`src/rtl/mesi_pkg.sv`:
```
// Shared types for the coherency state tracker.
// Assumes: two state bits per line, encoding fixed below.
package mesi_pkg;
    typedef enum logic [1:0] {
        ST_INV = 2'b00,
        ST_SHR = 2'b01,
        ST_EXC = 2'b10,
        ST_MOD = 2'b11
    } mesi_t;
endpackage

```
`src/rtl/mesi_snoop_eval.sv`:
```
// Snoop evaluation: decides hit / hit-on-modified for one inquiry and the
// state the inquired line moves to.
// Assumes: cur_state and tag_match describe the line the inquiry indexes.
module mesi_snoop_eval
    import mesi_pkg::*;
(
    input  logic  snp_valid,
    input  logic  snp_write,
    input  logic  tag_match,
    input  mesi_t cur_state,
    output logic  hit,
    output logic  hitm,
    output logic  upd,
    output mesi_t nxt_state
);
    // Hit detection and the demotion rule for the inquired line.
    always_comb begin
        hit       = snp_valid && tag_match && (cur_state != ST_INV);
        hitm      = hit && (cur_state == ST_MOD);
        upd       = hit;
        nxt_state = cur_state;
        if (snp_write) begin
            nxt_state = ST_INV;
        end else if (cur_state == ST_MOD || cur_state == ST_EXC) begin
            nxt_state = ST_SHR;
        end
    end
endmodule

```
`src/rtl/mesi_local_eval.sv`:
```
// Local access evaluation: miss and write-through decisions plus the
// silent Exclusive-to-Modified upgrade.
// Assumes: cur_state is the line state after any same-cycle snoop.
module mesi_local_eval
    import mesi_pkg::*;
(
    input  logic  loc_valid,
    input  logic  loc_write,
    input  mesi_t cur_state,
    output logic  miss,
    output logic  wthru,
    output logic  upd,
    output mesi_t nxt_state
);
    // Reads miss on Invalid; writes to non-owned lines go to memory.
    always_comb begin
        miss      = loc_valid && !loc_write && (cur_state == ST_INV);
        wthru     = loc_valid && loc_write &&
                    (cur_state == ST_SHR || cur_state == ST_INV);
        upd       = loc_valid && loc_write && (cur_state == ST_EXC);
        nxt_state = ST_MOD;
    end
endmodule

```
`src/rtl/mesi_line_store.sv`:
```
// Per-line state and tag registers with ordered update ports.
// Assumes: at most one update per port per cycle. When ports hit the same
// line, fill wins over local, and local wins over snoop.
module mesi_line_store
    import mesi_pkg::*;
#(
    parameter int NUM_LINES = 16,
    parameter int IDX_W     = 4,
    parameter int TAG_W     = 23
) (
    input  logic             clk,
    input  logic             rst_n,
    input  logic             snp_upd,
    input  logic [IDX_W-1:0] snp_idx,
    input  mesi_t            snp_nxt,
    input  logic             loc_upd,
    input  logic [IDX_W-1:0] loc_idx,
    input  mesi_t            loc_nxt,
    input  logic             fill_en,
    input  logic [IDX_W-1:0] fill_idx,
    input  logic [TAG_W-1:0] fill_tag,
    input  logic             fill_shared,
    output mesi_t            state_q [NUM_LINES],
    output logic [TAG_W-1:0] tag_q   [NUM_LINES]
);
    for (genvar g = 0; g < NUM_LINES; g++) begin : g_line
        localparam logic [IDX_W-1:0] MY_IDX = IDX_W'(g);
        // Register one line: reset to Invalid, then apply the highest-priority update.
        always_ff @(posedge clk) begin
            if (!rst_n) begin
                state_q[g] <= ST_INV;
                tag_q[g]   <= '0;
            end else if (fill_en && fill_idx == MY_IDX) begin
                state_q[g] <= fill_shared ? ST_SHR : ST_EXC;
                tag_q[g]   <= fill_tag;
            end else if (loc_upd && loc_idx == MY_IDX) begin
                state_q[g] <= loc_nxt;
            end else if (snp_upd && snp_idx == MY_IDX) begin
                state_q[g] <= snp_nxt;
            end
        end
    end
endmodule

```
`src/rtl/mesi_line_ctrl.sv`:
```
// Top level: coherency state tracker for a direct-mapped cache with a
// dedicated snoop port. Splits addresses, feeds the snoop result into the
// local path (snoop first), and updates the line store.
// Assumes: byte offset of LINE_BYTES, index just above it, tag above that.
module mesi_line_ctrl
    import mesi_pkg::*;
#(
    parameter int ADDR_W     = 32,
    parameter int LINE_BYTES = 32,
    parameter int NUM_LINES  = 16,
    localparam int OFF_W     = $clog2(LINE_BYTES),
    localparam int IDX_W     = $clog2(NUM_LINES),
    localparam int TAG_W     = ADDR_W - OFF_W - IDX_W
) (
    input  logic              clk,
    input  logic              rst_n,
    input  logic              loc_valid,
    input  logic              loc_write,
    input  logic [IDX_W-1:0]  loc_idx,
    output logic              loc_miss,
    output logic              loc_wthru,
    input  logic              fill_valid,
    input  logic [ADDR_W-1:0] fill_addr,
    input  logic              fill_shared,
    input  logic              snp_valid,
    input  logic              snp_write,
    input  logic [ADDR_W-1:0] snp_addr,
    output logic              snp_hit,
    output logic              snp_hitm
);
    logic [IDX_W-1:0] snp_idx, fill_idx;
    logic [TAG_W-1:0] snp_tag, fill_tag;
    mesi_t            state_q [NUM_LINES];
    logic [TAG_W-1:0] tag_q   [NUM_LINES];
    mesi_t            snp_cur, snp_nxt, loc_cur, loc_nxt;
    logic             snp_upd, loc_upd, tag_match;

    // Split snoop and fill addresses into index and tag fields.
    always_comb begin
        snp_idx  = snp_addr[OFF_W +: IDX_W];
        snp_tag  = snp_addr[ADDR_W-1 -: TAG_W];
        fill_idx = fill_addr[OFF_W +: IDX_W];
        fill_tag = fill_addr[ADDR_W-1 -: TAG_W];
    end

    // Look up the snooped line and compare its tag.
    always_comb begin
        snp_cur   = state_q[snp_idx];
        tag_match = (tag_q[snp_idx] == snp_tag);
    end

    mesi_snoop_eval u_snoop (
        .snp_valid (snp_valid),
        .snp_write (snp_write),
        .tag_match (tag_match),
        .cur_state (snp_cur),
        .hit       (snp_hit),
        .hitm      (snp_hitm),
        .upd       (snp_upd),
        .nxt_state (snp_nxt)
    );

    // Local view of the line: the snoop outcome comes first on a collision.
    always_comb begin
        if (snp_upd && snp_idx == loc_idx) begin
            loc_cur = snp_nxt;
        end else begin
            loc_cur = state_q[loc_idx];
        end
    end

    mesi_local_eval u_local (
        .loc_valid (loc_valid),
        .loc_write (loc_write),
        .cur_state (loc_cur),
        .miss      (loc_miss),
        .wthru     (loc_wthru),
        .upd       (loc_upd),
        .nxt_state (loc_nxt)
    );

    mesi_line_store #(
        .NUM_LINES (NUM_LINES),
        .IDX_W     (IDX_W),
        .TAG_W     (TAG_W)
    ) u_store (
        .clk         (clk),
        .rst_n       (rst_n),
        .snp_upd     (snp_upd),
        .snp_idx     (snp_idx),
        .snp_nxt     (snp_nxt),
        .loc_upd     (loc_upd),
        .loc_idx     (loc_idx),
        .loc_nxt     (loc_nxt),
        .fill_en     (fill_valid),
        .fill_idx    (fill_idx),
        .fill_tag    (fill_tag),
        .fill_shared (fill_shared),
        .state_q     (state_q),
        .tag_q       (tag_q)
    );

    AST_FILL_STATE: assert property (@(posedge clk) disable iff (!rst_n)
        fill_valid |=> (state_q[$past(fill_idx)] ==
                        ($past(fill_shared) ? ST_SHR : ST_EXC)));

    AST_SNPW_INVAL: assert property (@(posedge clk) disable iff (!rst_n)
        (snp_hit && snp_write && !(fill_valid && fill_idx == snp_idx))
        |=> state_q[$past(snp_idx)] == ST_INV);

    AST_SNPR_SHARE: assert property (@(posedge clk) disable iff (!rst_n)
        (snp_hit && !snp_write && !(fill_valid && fill_idx == snp_idx))
        |=> state_q[$past(snp_idx)] == ST_SHR);

    AST_HITM_RELEASE: assert property (@(posedge clk) disable iff (!rst_n)
        (snp_hitm && !(fill_valid && fill_idx == snp_idx))
        |=> state_q[$past(snp_idx)] != ST_MOD);

    AST_EXCL_UPGRADE: assert property (@(posedge clk) disable iff (!rst_n)
        (loc_valid && loc_write && !loc_wthru && !(fill_valid && fill_idx == loc_idx))
        |=> state_q[$past(loc_idx)] == ST_MOD);

    AST_WTHRU_NO_OWN: assert property (@(posedge clk) disable iff (!rst_n)
        loc_wthru |=> state_q[$past(loc_idx)] != ST_MOD);

    AST_MISS_NOT_WTHRU: assert property (@(posedge clk) disable iff (!rst_n)
        !(loc_miss && loc_wthru));
endmodule

```
`config.mk`:
```
export PLATFORM = sky130hd
export DESIGN_NAME = mesi_line_ctrl
export DESIGN_NICKNAME = d
export VERILOG_FILES = /design/src/rtl/mesi_pkg.sv /design/src/rtl/mesi_snoop_eval.sv /design/src/rtl/mesi_local_eval.sv /design/src/rtl/mesi_line_store.sv /design/src/rtl/mesi_line_ctrl.sv
export SDC_FILE = /design/constraint.sdc
export NUM_CORES = 1
export LEC_CHECK = 0
export BUFFER_PORTS_ARGS = -buffer_cell sky130_fd_sc_hd__buf_2
export CORE_MARGIN = 5
export CORE_UTILIZATION = 40
export DETAILED_ROUTE_END_ITERATION = 8
export PLACE_DENSITY = 0.63
export SLEW_MARGIN = 15
export SYNTH_ARGS = -nofsm -noshare
export SYNTH_HDL_FRONTEND = slang
export SYNTH_SLANG_ARGS = --single-unit
```
`constraint.sdc`:
```
create_clock -name clk -period 7.7 [get_ports clk]
set_input_delay 0.77 -clock clk [delete_from_list [all_inputs] [get_ports clk]]
set_output_delay 0.77 -clock clk [all_outputs]
set_load 0.03 [all_outputs]
```
==> results of run 1 <==
-- power groups by stage --
stage,Clock [W],Combinational [W],Sequential [W]
after global routing,0.00223,0.000414,0.00211
after global placement,0,0.000377,0.00216
after detailed placement,0,0.000383,0.00216
after floorplan,0,0.000267,0.00215
after CTS,0.00215,0.000384,0.00211
final,0.00212,0.000393,0.00211
-- critical path, stage by stage --
cell                      delay, ps
sky130_fd_sc_hd__buf_4          270
sky130_fd_sc_hd__nor2b_1        830
sky130_fd_sc_hd__buf_4          380
sky130_fd_sc_hd__a22o_1         190
sky130_fd_sc_hd__nor3_1          60
sky130_fd_sc_hd__or4_1          520
sky130_fd_sc_hd__o31ai_1        500
sky130_fd_sc_hd__nand3_1        190
sky130_fd_sc_hd__buf_4          230
sky130_fd_sc_hd__or4_1          830
sky130_fd_sc_hd__o22ai_1        230
sky130_fd_sc_hd__and3b_1        180
sky130_fd_sc_hd__buf_2          190
-- cell usage in the layout (no fill, tap or decap), types with 24 or more instances in the layout --
cell	netlist	final
sky130_fd_sc_hd__buf_4	8	46
sky130_fd_sc_hd__nor2_1	36	30
sky130_fd_sc_hd__clkbuf_16	0	44
sky130_fd_sc_hd__mux4_2	81	81
sky130_fd_sc_hd__a21boi_0	369	369
sky130_fd_sc_hd__dfxtp_1	400	400
sky130_fd_sc_hd__mux2i_1	86	86
sky130_fd_sc_hd__a21oi_1	24	24
sky130_fd_sc_hd__buf_2	11	65
sky130_fd_sc_hd__nand2_1	810	806
-- state kept, by name (all words and copies together), names as in the netlist --
register         cells
u_store.state_q     32
u_store.tag_q      368
-- routing by layer --
metal | track usage | wire, um
met1 | 0.3311 | 28450
met2 | 0.3852 | 30500
met3 | 0.04874 | 6602
met4 | 0.09855 | 3024
met5 | 0 | 45
-- how the worst max path moves through the flow --
stage,endpoint,slack (ps)
3_5_place_dp,loc_miss,1640
6_report,loc_miss,1540
3_3_place_gp,loc_miss,1740
5_1_grt,loc_miss,1430
2_1_floorplan,snp_hitm,2850
4_1_cts,loc_miss,1620
-- metrics by stage --
stage	utilization	total power [W]	instance area (um2)	setup slack, ps
detailed placement	0.4181	0.002540	20550	1642
CTS	0.4474	0.004647	21990	1623
finish	0.4475	0.004620	22000	1544
floorplan	-	0.002419	19960	2855
global route	0.4475	0.004758	21990	1429
global placement	0.4181	0.002532	20550	1737
-- cell type report --
type	instances	area, um2	share of cell area
clock inverter	10	140.1	0.006371
sequential	400	8008	0.3640
antenna	3	7.507	0.0003413
timing repair buffer	113	696.9	0.03168
multi-input combinational	1699	10970	0.4988
tap	664	830.8	0.03777
clock buffer	64	1296	0.05893
inverter	12	45.04	0.002048
-- cell families after synthesis --
kind of cell / Yosys count / share of synthesized area
compound gates: 511 / 0.1908
xor+xnor: 27 / 0.01185
buf+inv: 233 / 0.05328
flops: 400 / 0.4012
mux: 173 / 0.1381
simple gates: 988 / 0.2047
==> results.yml, run 1 <==
sta:
  timing.max_slew.rel_slack: 0.2557
  hold-worst-slack_ps: 461.9
  finalMaxSlewViolations: 0
  finalClockSkew_ps: 19.19
  rsz0062_at_grt: "no"
  tightest_slew_ps: 1113
  final_hold_viol_count: 0
  layout_worst_path_cycle_share: 0.7994
  fmax_ghz: 0.1625
  setup_viol: 0
  totalNegativeSetupSlack_ps: 0
  fin_crit_ps: 6156
clock_tree:
  clock_tree_from_tritoncts: "done"
  cts-hold-fix-buffers: 0
  cts.path.max_buffers: 3
  cts.sinks: 400
  cts_buffers: 43
  number_of_buffers_inserted_by_post_cts_setup_repair: 0
  clk_latency_ps: 560
  cts_root_buffer: "sky130_fd_sc_hd__clkbuf_16"
  post_cts.resized_instances: 0
  cts-htree-levels: 2
  cts.clk_slew.worst_paths_ps: 50
synthesis:
  yosys.cell_types.count: 68
  ys_dominant_reg_cell: "sky130_fd_sc_hd__dfxtp_1"
  post_synth_instance_area_um2: 19960
  yosys_warn_count: 0
  synth-edff-count: 0
  syn_inst: 2332
  synth_common_cells: "sky130_fd_sc_hd__nand2_1 (810), sky130_fd_sc_hd__dfxtp_1 (400), sky130_fd_sc_hd__a21boi_0 (369)"
  netlist.area_leader.share: 0.4012
  synthesis.area_per_instance_um2: 8.559
  synth_nets: 2408
  synthArstFlopShare: 0
  postSynthRegisterBits: 400
  seq_area_frac_synth: 0.4012
  ys_top_cells_by_area: "sky130_fd_sc_hd__dfxtp_1 (40%), sky130_fd_sc_hd__nand2_1 (15%), sky130_fd_sc_hd__a21boi_0 (14%), sky130_fd_sc_hd__mux4_2 (9.1%), sky130_fd_sc_hd__mux2i_1 (4.3%)"
  synth.most_common_cell: "sky130_fd_sc_hd__nand2_1"
  synth_top_cell_by_area: "sky130_fd_sc_hd__dfxtp_1"
floorplan:
  die_x_um: 233.4
  top_level_ports: 80
  fp.dieH_um: 233.4
  core.rowCount: 81
  initial_utilization: 0.4061
  area_of_the_die_um2: 54470
  core_area_um2: 49150
detailed_routing:
  finalWirelength_um: 68620
  drt_pass1_iterations: 6
  drc: 0
  drt.antenna.violating_nets: 0
  wl_per_cell_um: 23.14
  vias: 17240
  post_drt_via_cell_ratio: 5.814
  first_iter_violations: 1973
worst_setup_path:
  ff2ff_path_depth: 10
  endpoint_kind: "output pin"
  timing.setup.critical_path_class: "input port to output pin"
  worstReg2RegEnd: "u_store.state_q[16]$_SDFFE_PN0P_"
  start_kind: "input port"
  critical_path_rt_ps: 6930
  worstPathArrival_ps: 5390
  critical_path.startpoint: "snp_addr[5]"
  reg2reg_from: "u_store.tag_q[112]$_SDFFE_PN0P_"
  timing.critical_path.fanout_max: 18
  reg2reg_setup_slack_ps: 3830
power:
  p_leak_nw: 7.343
  power.clock.fraction: 0.458
  net-switching-power_w: 0.001129
  power_report.internal_total_w: 0.003491
  vdd.ir_drop.worst_mv: 0.1437
  swShare: 0.2443
  power_density_over_the_cells_nw_per_um2: 210.0
  power.combinational.fraction: 0.085
  power_frac_seq: 0.457
job:
  max_capacitance_violation_count: 0
global_routing:
  globalRouteTotalUtil: 0.2446
  antenna_violations_before_repair: 5
  via_count_of_the_first_global_routing_pass: 16500
  global_route_wire_length_before_repair_um: 101500
  grt_max_degree: 163
  overflow: 0
placement:
  finalWeightedCongestion: 0.9362
  dpl.hpwl_um: 41160
  placement.io_buffers: 69
  post-place-cells: 2888
finish:
  layout.cells.non_filler: 2965
  flow.area_growth_from_synthesis_pct: 10.21
  drive_gt1_frac: 0.1314
  fillers: 4762
  number_of_nets_in_the_layout: 2345
hold_path:
  hold_path_end: "u_store.tag_q[241]$_SDFFE_PN0P_"
  worstHoldStart: "u_store.tag_q[241]$_SDFFE_PN0P_"
  type_of_the_most_critical_hold_path: "flip-flop to flip-flop"
  worst_hold_path.num_cells: 2
outcome:
  run_status: "finished, final reports clean"
(Power assumes the default switching activity.)
==> inputs of run 2 (changes only) <==
--- a/config.mk
+++ b/config.mk
@@ -5,11 +5,12 @@
 export SDC_FILE = /design/constraint.sdc
 export NUM_CORES = 1
 export LEC_CHECK = 0
+export ABC_AREA = 1
 export BUFFER_PORTS_ARGS = -buffer_cell sky130_fd_sc_hd__buf_2
 export CORE_MARGIN = 5
 export CORE_UTILIZATION = 40
 export DETAILED_ROUTE_END_ITERATION = 8
-export PLACE_DENSITY = 0.63
+export PLACE_DENSITY = 0.65
 export SLEW_MARGIN = 15
 export SYNTH_ARGS = -nofsm -noshare
 export SYNTH_HDL_FRONTEND = slang
==> constraint.sdc (replaced) <==
create_clock -name clk -period 5.23 [get_ports clk]
set_input_delay 0.523 -clock clk [delete_from_list [all_inputs] [get_ports clk]]
set_output_delay 0.523 -clock clk [all_outputs]
set_load 0.03 [all_outputs]
==> run 2 against run 1 <==
Net effect:
- non-clock buffer count grew 21
- power is 50% higher
- area after synthesis rose by 2.5%
- worst setup slack worse by 810 ps
- utilization rose by 0.43 points
- sequential share of layout area is 1.2 points lower
- critical path depth increased by 8
- cell count grew 37%
- sequential power up 49%
- clock-buffer cell count stayed put
- worst hold slack got worse by 92 ps
- first-iteration DRC count increased by 31%
- critical path type unchanged
- largest power group unchanged
- highest routed layer unchanged
==> results.yml, run 2 <==
worst_setup_path:
  worstPathArrival_ps: 3970
  critical_path_rt_ps: 4710
  endpoint_kind: "output pin"
  cp_common_cell: "sky130_fd_sc_hd__nand2_1"
  timing.critical_path.fanout_max: 48
  ff2ff_path_depth: 22
  timing.critical_path.cells: "buf_6 > inv_6 > buf_12 > nand2_1 > nand2_1 > nand2_1 > nand2_1 > nand2_1 > nand2_1 > nor2_1 > nor2_1 > nor2_1 > nand2_1 > inv_1 > nand2_1 > nor2_1 > nand4_1 > nand2_1 > inv_1 > nor4b_1 > buf_2"
  critPathMaxStageDelay_ps: 400
  timing.setup.critical_path_class: "input port to output pin"
  start_kind: "input port"
  cpMaxStageDelayCell: "sky130_fd_sc_hd__nor2_1"
synthesis:
  seq_area_frac_synth: 0.3913
  postSynthRegisterBits: 400
  post_synth_instance_area_um2: 20460
  synth_top_cell_by_area: "sky130_fd_sc_hd__dfxtp_1"
  synth_nets: 3470
  ys_top_cells_by_area: "sky130_fd_sc_hd__dfxtp_1 (39%), sky130_fd_sc_hd__nand2_1 (21%), sky130_fd_sc_hd__nor2_1 (16%), sky130_fd_sc_hd__o21ai_0 (9.7%), sky130_fd_sc_hd__clkbuf_1 (2.5%)"
  synth-edff-count: 0
  syn_inst: 3394
  synth_common_cells: "sky130_fd_sc_hd__nand2_1 (1137), sky130_fd_sc_hd__nor2_1 (879), sky130_fd_sc_hd__dfxtp_1 (400)"
  synthesis.area_per_instance_um2: 6.030
  synth.most_common_cell: "sky130_fd_sc_hd__nand2_1"
  synthArstFlopShare: 0
  netlist.area_leader.share: 0.3913
  yosys.cell_types.count: 35
  ys_dominant_reg_cell: "sky130_fd_sc_hd__dfxtp_1"
  yosys_warn_count: 0
sta:
  rsz0062_at_grt: "no"
  finalMaxSlewViolations: 0
  fmax_ghz: 0.2226
  layout_worst_path_cycle_share: 0.8590
  setup_viol: 0
  fin_crit_ps: 4493
  tightest_slew_ps: 962.4
  timing.max_slew.rel_slack: 0.3577
  final_hold_viol_count: 0
  finalClockSkew_ps: 13.90
  totalNegativeSetupSlack_ps: 0
power:
  vdd.ir_drop.worst_mv: 0.2171
  power_density_over_the_cells_nw_per_um2: 305.0
  p_leak_nw: 11.15
detailed_routing:
  drc: 0
  vias: 21550
  drt_pass1_iterations: 6
  finalWirelength_um: 78030
  first_iter_violations: 2584
  wl_per_cell_um: 19.21
  drt.antenna.violating_nets: 0
  post_drt_via_cell_ratio: 5.304
global_routing:
  via_count_of_the_first_global_routing_pass: 19280
  global_route_wire_length_before_repair_um: 117900
  overflow: 0
  globalRouteTotalUtil: 0.2671
  antenna_violations_before_repair: 4
  grt_max_degree: 145
clock_tree:
  cts.path.max_buffers: 3
  number_of_buffers_inserted_by_post_cts_setup_repair: 0
  cts_buffers: 44
  cts-hold-fix-buffers: 0
  post_cts.resized_instances: 0
  cts-htree-levels: 2
  cts.sinks: 400
  clock_tree_from_tritoncts: "done"
  clk_latency_ps: 580
  cts_root_buffer: "sky130_fd_sc_hd__clkbuf_16"
  cts.clk_slew.worst_paths_ps: 60
hold_path:
  type_of_the_most_critical_hold_path: "input port to flip-flop"
  worst_hold_path.num_cells: 3
placement:
  dpl.hpwl_um: 46560
  finalWeightedCongestion: 0.9804
  placement.io_buffers: 69
  post-place-cells: 3983
floorplan:
  fp.dieH_um: 236.2
  core.rowCount: 82
  die_x_um: 236.2
  core_area_um2: 50380
  area_of_the_die_um2: 55790
  initial_utilization: 0.4062
  top_level_ports: 80
job:
  max_capacitance_violation_count: 0
outcome:
  run_status: "finished, final reports clean"
finish:
  mostFrequentLayoutCell: "sky130_fd_sc_hd__nand2_1"
  largest_reg_flops: 368
  registers.top_by_ff_count: "u_store.tag_q"
  number_of_nets_in_the_layout: 3433
  flow.area_growth_from_synthesis_pct: 11.23
  layout.cells.non_filler: 4062
  drive_gt1_frac: 0.07409
  layout_common_cells: "sky130_fd_sc_hd__nand2_1 (1137), sky130_fd_sc_hd__nor2_1 (862), sky130_fd_sc_hd__dfxtp_1 (400), sky130_fd_sc_hd__o21ai_0 (396), sky130_fd_sc_hd__inv_1 (111)"
  top_regs: "u_store.tag_q x368, u_store.state_q x32"
-- run 2: cell count changes in the layout (fill, tap and decap cells not counted), sizes merged, moves of 17 or more --
cell    before   now
mux2i       86     0
clkinv       6    24
o21ai       18   417
a21oi       28    54
xnor2       18     0
a21boi     369     0
mux4        81     0
nand2      810  1138
nand3       18    71
nor2b       17     0
inv         13   113
nor2        37   891
buf        113   133
a22oi       23     5
-- run 2: area by class of cell --
class,instances,area [um2]
clock inverters,13,157.7
flip-flops and latches,400,8008
clock buffers,64,1299
repair buffers,134,913.4
fillers,5395,27610
multi-input cells,2649,11050
well taps,672,840.8
diodes,2,5.005
inverters,128,486.7
-- run 2: final timing paths --
check / slack (ps) / end / start
worst max register to register: 2050 / u_store.state_q[28]$_SDFFE_PN0P_ / u_store.tag_q[203]$_SDFFE_PN0P_
worst min register to register: 450 / u_store.tag_q[365]$_SDFFE_PN0P_ / u_store.tag_q[365]$_SDFFE_PN0P_
worst min-delay path: 370 / u_store.tag_q[293]$_SDFFE_PN0P_ / fill_addr[26]
worst max-delay path: 740 / loc_miss / snp_addr[5]
-- run 2: worst max-delay path: cells and delay by family --
kind                   cells  cell delay, ps
AND/OR/NAND/NOR           15            2070
buffers and inverters      6            1250
-- run 2: cell families (layout without fill, tap and decap cells) --
logic type             count (synthesis)  in the layout  share of synthesized area
flip-flops                           400            400                     0.3913
AO/OA/AOI/OAI                        504            504                     0.1271
AND/OR/NAND/NOR                     2141           2141                     0.4092
other                                  0              2                          0
buffers and inverters                345            339                    0.07068
XOR/XNOR                               4              4                   0.001712
-- run 2: through the flow --
step / worst slack [ps] / utilization / hold slack, ps / instance area [um2] / power (W)
after detailed placement: 839.9 / 0.4229 / 437.6 / 21300 / 0.003794
after CTS: 840.0 / 0.4518 / 345.8 / 22760 / 0.006960
after floorplan: 1546 / - / 424.5 / 20460 / 0.003571
after global routing: 546.9 / 0.4519 / 368.1 / 22760 / 0.007168
after global placement: 920.5 / 0.4229 / 434.0 / 21300 / 0.003792
final: 737.3 / 0.4519 / 369.9 / 22760 / 0.006943
-- run 2: where the power goes --
part	total (W)	switching (W)	internal [W]
logic	0.000605	0.000462	0.000143
clock network	0.00320	0.00133	0.00187
registers	0.00314	0.0000294	0.00311
total	0.00694	0.00182	0.00512
-- run 2: layer usage --
metal	share of wire	global-route usage	up-vias
met5	0.00017	0	-
met4	0.049	0.1126	2
met3	0.092	0.05245	189
met2	0.43	0.4159	1003
met1	0.43	0.3631	9817
li1	-	-	10530
